--- src/rtl/line_merge_wbuf.sv ---
module line_merge_wbuf #(
  parameter int AW     = 32,
  parameter int BEAT_W = 64,
  parameter int BEATS  = 4,
  localparam int LINE_W = BEAT_W * BEATS,
  localparam int LINE_B = LINE_W / 8
) (
  input  logic              clk,
  input  logic              rst_n,
  input  logic              req_valid,
  output logic              req_ready,
  input  logic [AW-1:0]     req_addr,
  input  logic [LINE_W-1:0] req_data,
  input  logic [LINE_B-1:0] req_be,
  output logic              req_done,
  output logic              rd_req_valid,
  input  logic              rd_req_ready,
  output logic [AW-1:0]     rd_req_addr,
  input  logic              rd_beat_valid,
  input  logic [BEAT_W-1:0] rd_beat_data,
  output logic              wr_valid,
  input  logic              wr_ready,
  output logic [AW-1:0]     wr_addr,
  output logic [BEAT_W-1:0] wr_data,
  output logic              wr_last
);
  localparam int CW = (BEATS > 1) ? $clog2(BEATS) : 1;
  localparam logic [CW-1:0] LAST = CW'(BEATS - 1);

  typedef enum logic [2:0] {IDLE, READ_REQ, COLLECT, MERGE, WRITE, DONE} st_t;

  st_t               st;
  logic [AW-1:0]     addr_q;
  logic [LINE_W-1:0] line_q;
  logic [LINE_W-1:0] data_q;
  logic [LINE_B-1:0] be_q;
  logic [CW-1:0]     cnt;

  wire accept = req_valid && req_ready;

  assign req_ready    = (st == IDLE);
  assign req_done     = (st == DONE);
  assign rd_req_valid = (st == READ_REQ);
  assign rd_req_addr  = addr_q;
  assign wr_valid     = (st == WRITE);
  assign wr_addr      = addr_q;
  assign wr_data      = line_q[cnt*BEAT_W +: BEAT_W];
  assign wr_last      = (st == WRITE) && (cnt == LAST);

  always_ff @(posedge clk) begin
    if (!rst_n) begin
      st     <= IDLE;
      addr_q <= '0;
      line_q <= '0;
      data_q <= '0;
      be_q   <= '0;
      cnt    <= '0;
    end else begin
      case (st)
        IDLE: if (accept) begin
          addr_q <= req_addr;
          data_q <= req_data;
          be_q   <= req_be;
          cnt    <= '0;
          if (~|req_be) st <= DONE;
          else if (&req_be) begin
            line_q <= req_data;
            st     <= WRITE;
          end else st <= READ_REQ;
        end
        READ_REQ: if (rd_req_ready) begin
          cnt <= '0;
          st  <= COLLECT;
        end
        COLLECT: if (rd_beat_valid) begin
          line_q[cnt*BEAT_W +: BEAT_W] <= rd_beat_data;
          cnt <= cnt + 1'b1;
          if (cnt == LAST) st <= MERGE;
        end
        MERGE: begin
          for (int b = 0; b < LINE_B; b++)
            if (be_q[b]) line_q[b*8 +: 8] <= data_q[b*8 +: 8];
          cnt <= '0;
          st  <= WRITE;
        end
        WRITE: if (wr_ready) begin
          cnt <= cnt + 1'b1;
          if (cnt == LAST) st <= DONE;
        end
        DONE: st <= IDLE;
        default: st <= IDLE;
      endcase
    end
  end
endmodule

--- config.mk ---
export PLATFORM = sky130hd
export DESIGN_NAME = line_merge_wbuf
export DESIGN_NICKNAME = d
export VERILOG_FILES = /design/src/rtl/line_merge_wbuf.sv
export SDC_FILE = /design/constraint.sdc
export NUM_CORES = 2
export LEC_CHECK = 0
export ABC_AREA = 0
export BUFFER_PORTS_ARGS = -buffer_cell sky130_fd_sc_hd__buf_2
export CAP_MARGIN = 15
export CORE_MARGIN = 4
export CORE_UTILIZATION = 40
export CTS_CLUSTER_DIAMETER = 30
export DETAILED_ROUTE_END_ITERATION = 8
export GPL_ROUTABILITY_DRIVEN = 0
export SLEW_MARGIN = 20
export SYNTH_ARGS = -nofsm -noshare
export SYNTH_HDL_FRONTEND = slang
export SYNTH_SLANG_ARGS = --single-unit
export TNS_END_PERCENT = 100
--- constraint.sdc ---
create_clock -name clk -period 3.5 [get_ports clk]
set_input_delay 0.875 -clock clk [delete_from_list [all_inputs] [get_ports clk]]
set_output_delay 0.875 -clock clk [all_outputs]
set_load 0.005 [all_outputs]
# Word level (Yosys, flattened, before mapping)
# Cells that the tools add are included.
# Widths: inputs -> output; s select.
# classes
eq_ne	46
muxes	52
shift	3
n_reduce_logical	42
addsub	2
# ops
op	count
$mux 256	4
$pmux 256 s3	1
$bwmux 256	1
$mux 8	32
$shift 64x34->256 const A	1
$shiftx 256x9->64	1
$shiftx 64x34->256	1
$reduce_and 6->1	33
$ne 2x2->1 const B	34
$neg 8->34	1
$reduce_and 32->1	1
$reduce_or 32->1	1
$mux 3	8
$pmux 3 s5	1
$ne 2x1->1 const B	6
$pmux 2 s5	1
$mux 2	4
$eq 3x2->1 const B	2
$eq 3x3->1 const B	2
$reduce_and 5->1	1
$reduce_bool 5->1	1
$eq 3x1->1 const B	1
$logic_not 3->1	1
$reduce_bool 3->1	1
4 further kinds	5
# word_totals
wordCells	182
regBits	581
out_inout_bits	133

# Longest topological paths before layout
# depth
ltp_word	5
mapped_depth	12
mapped_depth_nobuf	7

# Worst setup path before layout
# OpenSTA, ideal clock, no wires.
# synth_timing
path_type	reg-to-reg
from	register cnt[1]
to	register line_q[106]
n_path_buf	5
synth_period_minus_slack_ns	2.942
path_stages_with_launch	13
setup_slack_ns	0.558
setup_time_ns	0.125
t_arrival_ns	2.818
path_cell_list	dfxtp_1 -> buf_1 -> clkbuf_1 -> inv_1 -> ha_1 -> and4b_1 -> buf_2 -> nor2b_1 -> buf_2 -> buf_2 -> a221o_1 -> o2111ai_1 -> mux2i_1
# synth_between
elab_chain_len	5
elab_cells_between_ends	6
# synth_rtl
element	line_no	source
start: declaration	37	logic [CW-1:0] cnt;
start signal: assignment	77	cnt <= cnt + 1'b1;
start signal: assignment	87	cnt <= cnt + 1'b1;
$neg 8->34 *	76	line_q[cnt*BEAT_W +: BEAT_W] <= rd_beat_data;
$shiftx 64x34->256 or $shift 64x34->256 (tied branches)	76	
$bwmux 256 *	76	
$mux 256 *	75	COLLECT: if (rd_beat_valid) begin
$pmux 256 s3 *	59	case (st)
end signal: assignment	67	line_q <= req_data;
end signal: indexed assignment	76	
end signal: indexed assignment	82	if (be_q[b]) line_q[b*8 +: 8] <= data_q[b*8 +: 8];
end: declaration	34	logic [LINE_W-1:0] line_q;
# Mark *: on every way between the ends. The rest lies on a longest branch, timed or not. The select of a mux whose other input is x is not followed.
# A chain may end at the register's enable or synchronous reset.

# Worst setup path after layout
# layout_timing
from	register cnt[1]
to	output port wr_data[3]
# layout_between
elab_chain_len	1
# layout_rtl
element	line_no	source
$shiftx 256x9->64	47	assign wr_data = line_q[cnt*BEAT_W +: BEAT_W];
end: declaration	24	output logic [BEAT_W-1:0] wr_data,
# No other way between the ends.

==> flow_results.xml <==
<?xml version="1.0" encoding="UTF-8"?>
<metrics>
  <group name="run_status">
    <metric name="status" unit="">finished, final reports clean</metric>
  </group>
  <group name="yosys">
    <metric name="synth_flop_cell" unit="">dfxtp_1</metric>
    <metric name="async_reset_ff_share" unit="%">0</metric>
    <metric name="area_fraction_of_the_dominant_cell_type_after_synthesis" unit="%">37.18</metric>
    <metric name="syn_nets" unit="">4015</metric>
    <metric name="netlist_area" unit="sq um">31280</metric>
    <metric name="synth.cells.most_frequent" unit="">nand2_1 (936), dfxtp_1 (581), a21boi_0 (313)</metric>
    <metric name="post-synth-top-area-cell" unit="">dfxtp_1</metric>
    <metric name="synth.distinct_cells" unit="">51</metric>
    <metric name="top_count_cell_post_synth" unit="">nand2_1</metric>
    <metric name="synthCells" unit="">3619</metric>
    <metric name="ys_ff_latch" unit="">581</metric>
    <metric name="avgSynthCellArea" unit="sq um">8.644</metric>
    <metric name="ys.warnings.count" unit="">0</metric>
    <metric name="netlist_top_cells_area" unit="">dfxtp_1 (37%), nand2_1 (11%), a21boi_0 (7.5%), mux2i_1 (6.0%), mux4_2 (4.6%)</metric>
    <metric name="synth_seq_area_share" unit="%">37.18</metric>
    <metric name="synth_edf_count" unit="">0</metric>
  </group>
  <group name="die">
    <metric name="die_area" unit="sq um">82740</metric>
    <metric name="die_width" unit="um">287.7</metric>
    <metric name="rows" unit="">102</metric>
    <metric name="boundaryPins" unit="">523</metric>
    <metric name="initial_core_util" unit="%">40.38</metric>
    <metric name="area_inside_the_core_boundary" unit="sq um">77470</metric>
    <metric name="die-height" unit="um">287.7</metric>
  </group>
  <group name="timing">
    <metric name="final-setup-viol-count" unit="">0</metric>
    <metric name="fin_tns_setup" unit="ns">0</metric>
    <metric name="hold_viol" unit="">0</metric>
    <metric name="fin_hold_ws" unit="ns">0.3974</metric>
    <metric name="fmaxAchievable" unit="GHz">0.2963</metric>
    <metric name="maxSlewHeadroom" unit="%">23.98</metric>
    <metric name="timing.final.crit_period" unit="ns">3.375</metric>
    <metric name="grt_setup_unrepaired" unit="">false</metric>
    <metric name="count_of_final_max_slew_check_failures" unit="">0</metric>
    <metric name="final.period_utilization" unit="%">96.43</metric>
    <metric name="worst-slew-pin-transition" unit="ns">1.140</metric>
    <metric name="fin_skew" unit="ns">0.03225</metric>
  </group>
  <group name="finish">
    <metric name="final_net_count" unit="">4357</metric>
    <metric name="final_layout_size_suffix_gt1_share" unit="%">23.92</metric>
    <metric name="multi_input_gate_area_in_the_final_layout" unit="sq um">17760</metric>
    <metric name="flow.area_growth_from_synthesis" unit="%">27.49</metric>
    <metric name="fillCellCount" unit="">7297</metric>
    <metric name="register_area" unit="sq um">11640</metric>
  </group>
  <group name="pwr">
    <metric name="cellPowerDensity" unit="nW/um^2">772.6</metric>
    <metric name="vdd_ir_drop_max" unit="mV">0.3834</metric>
    <metric name="power.static_leakage" unit="nW">15.97</metric>
    <metric name="power.total" unit="mW">30.81</metric>
  </group>
  <group name="clock_network">
    <metric name="post_cts_repair_setup_buffers" unit="">0</metric>
    <metric name="tritoncts.num_buffers" unit="">150</metric>
    <metric name="clock_tree_sinks" unit="">581</metric>
    <metric name="holdBufCountCts" unit="">0</metric>
    <metric name="clock_path_buffers" unit="">3</metric>
    <metric name="cts_tree" unit="">done</metric>
    <metric name="htreeDepth" unit="">4</metric>
    <metric name="clk_latency" unit="ns">0.72</metric>
    <metric name="root_buffer" unit="">clkbuf_16</metric>
    <metric name="clkTransAtPathRegs" unit="ns">0.04</metric>
    <metric name="cts-resized-gates" unit="">0</metric>
  </group>
  <group name="detailed_routing">
    <metric name="count_of_antenna_violating_nets_left_after_detailed_routing" unit="">0</metric>
    <metric name="drt-pass1-iter-count" unit="">6</metric>
    <metric name="vias" unit="">30930</metric>
    <metric name="route.detailed.drc" unit="">0</metric>
    <metric name="total_wirelength_of_the_detailed_routed_design" unit="mm">127.3</metric>
    <metric name="post_drt_wl_per_cell" unit="um">24.81</metric>
    <metric name="via_cell_ratio" unit="">6.029</metric>
    <metric name="first_iter_violations" unit="">3057</metric>
  </group>
  <group name="critical_path">
    <metric name="startpoint_type" unit="">flip-flop</metric>
    <metric name="critical_path_required" unit="ns">2.62</metric>
    <metric name="endpoint_kind" unit="">primary output</metric>
    <metric name="arr_time_crit_path" unit="ns">2.50</metric>
    <metric name="worst-path-max-fanout" unit="">41</metric>
    <metric name="path_class" unit="">reg -&gt; out</metric>
  </group>
  <group name="worst_hold_path">
    <metric name="hold_wc_path_type" unit="">in -&gt; reg</metric>
  </group>
  <group name="global_route">
    <metric name="track_usage" unit="%">29.49</metric>
    <metric name="grt_max_degree" unit="">148</metric>
    <metric name="final_global_route_overflow_total" unit="">0</metric>
    <metric name="grt_first_pass_wirelength" unit="mm">189.5</metric>
    <metric name="grt_pass1_vias" unit="">29932</metric>
    <metric name="antenna_found_initial" unit="">10</metric>
  </group>
  <group name="place">
    <metric name="hpwl" unit="mm">83.33</metric>
    <metric name="portBuffers" unit="">522</metric>
  </group>
  <group name="flow_run">
    <metric name="max_cap_violations" unit="">0</metric>
  </group>
</metrics>
worst max-delay path: stages, from the launching register on:
cell     delay (ns)
dfxtp_4        0.36
buf_4          0.63
mux4_2         0.64
buf_2          0.15
kinds of logic (layout without fill, tap and decap cells):
logic type,after synthesis,after routing,synth area share (%)
muxes,253,253,10.66
adders and majority gates,6,6,0.2400
buffers and inverters,442,907,6.448
other,0,6,0
DFF,581,581,37.18
and+or+nand+nor,1276,1276,18.47
AOI/OAI and AO/OA,1061,1061,27.01
path summary, 6_finish.rpt:
kind,startpoint,end,slack (ns),cells past startpoint
worst min-delay path,req_addr[23],rd_req_addr[23]$_SDFFE_PN0P_,0.40,3
worst min register to register,data_q[234]$_SDFFE_PN0P_,data_q[234]$_SDFFE_PN0P_,0.45,2
worst max register to register,cnt[0]$_SDFFE_PN0P_,line_q[91]$_SDFFE_PN0P_,0.62,8
worst max-delay path,cnt[1]$_SDFFE_PN0P_,wr_data[3],0.13,3
state kept, by name, summed over array words and instances, names as in the netlist:
name         cells
data_q         256
rd_req_addr     32
be_q            32
st               3
cnt              2
line_q         256
per-stage QoR:
step	utilization [%]	instance area [sq um]	instances	setup WS [ns]
after detailed placement	44.59	34540	4849	0.4257
final	51.48	39880	5130	0.1250
after global placement	44.59	34540	4849	0.5229
after CTS	51.46	39870	5124	0.08274
after floorplan	-	31280	3619	0.5578
after global routing	51.47	39870	5126	0.05257
cell type report:
cell class / count / area share [%]
tap: 1040 / 3.263
sequential: 581 / 29.19
clock inverter: 51 / 1.970
timing repair buffer: 625 / 9.550
antenna: 6 / 0.03765
inverter: 7 / 0.08471
clock buffer: 224 / 11.38
multi-input combinational: 2596 / 44.52
cell usage in the layout (no fill, tap or decap), types with 9 or more instances in the layout:
master,n
a21boi_0,313
a21oi_1,17
a221o_1,74
a221oi_1,118
a2bb2oi_1,64
a311o_1,64
and3_1,9
buf_12,33
buf_2,521
buf_4,70
bufinv_16,15
clkbuf_1,30
clkbuf_16,156
clkbuf_8,38
clkinv_2,25
dfxtp_1,578
mux2i_1,189
mux4_2,64
nand2_1,933
nand4_1,74
nor2b_1,64
o2111ai_1,138
o211a_1,78
o21ai_0,173
or3_1,146
metal layers:
metal  wire length (um)  up-vias  global-route usage, %
met2              60800     1429                  48.90
met1              52020    15159                  37.82
li1                   -    14063                      -
met5                 66        -                      0
met4               4601        8                  11.85
met3               9795      271                  5.677
report_power, final:
part | internal [mW] | switching (mW) | leakage, nW
combinational | 3.09 | 4.80 | 8.59
sequential | 7.75 | 0.835 | 4.75
clock | 10.0 | 4.33 | 2.63
total | 20.8 | 9.97 | 16.0
No activity file was read; power rests on OpenSTA's default activity.
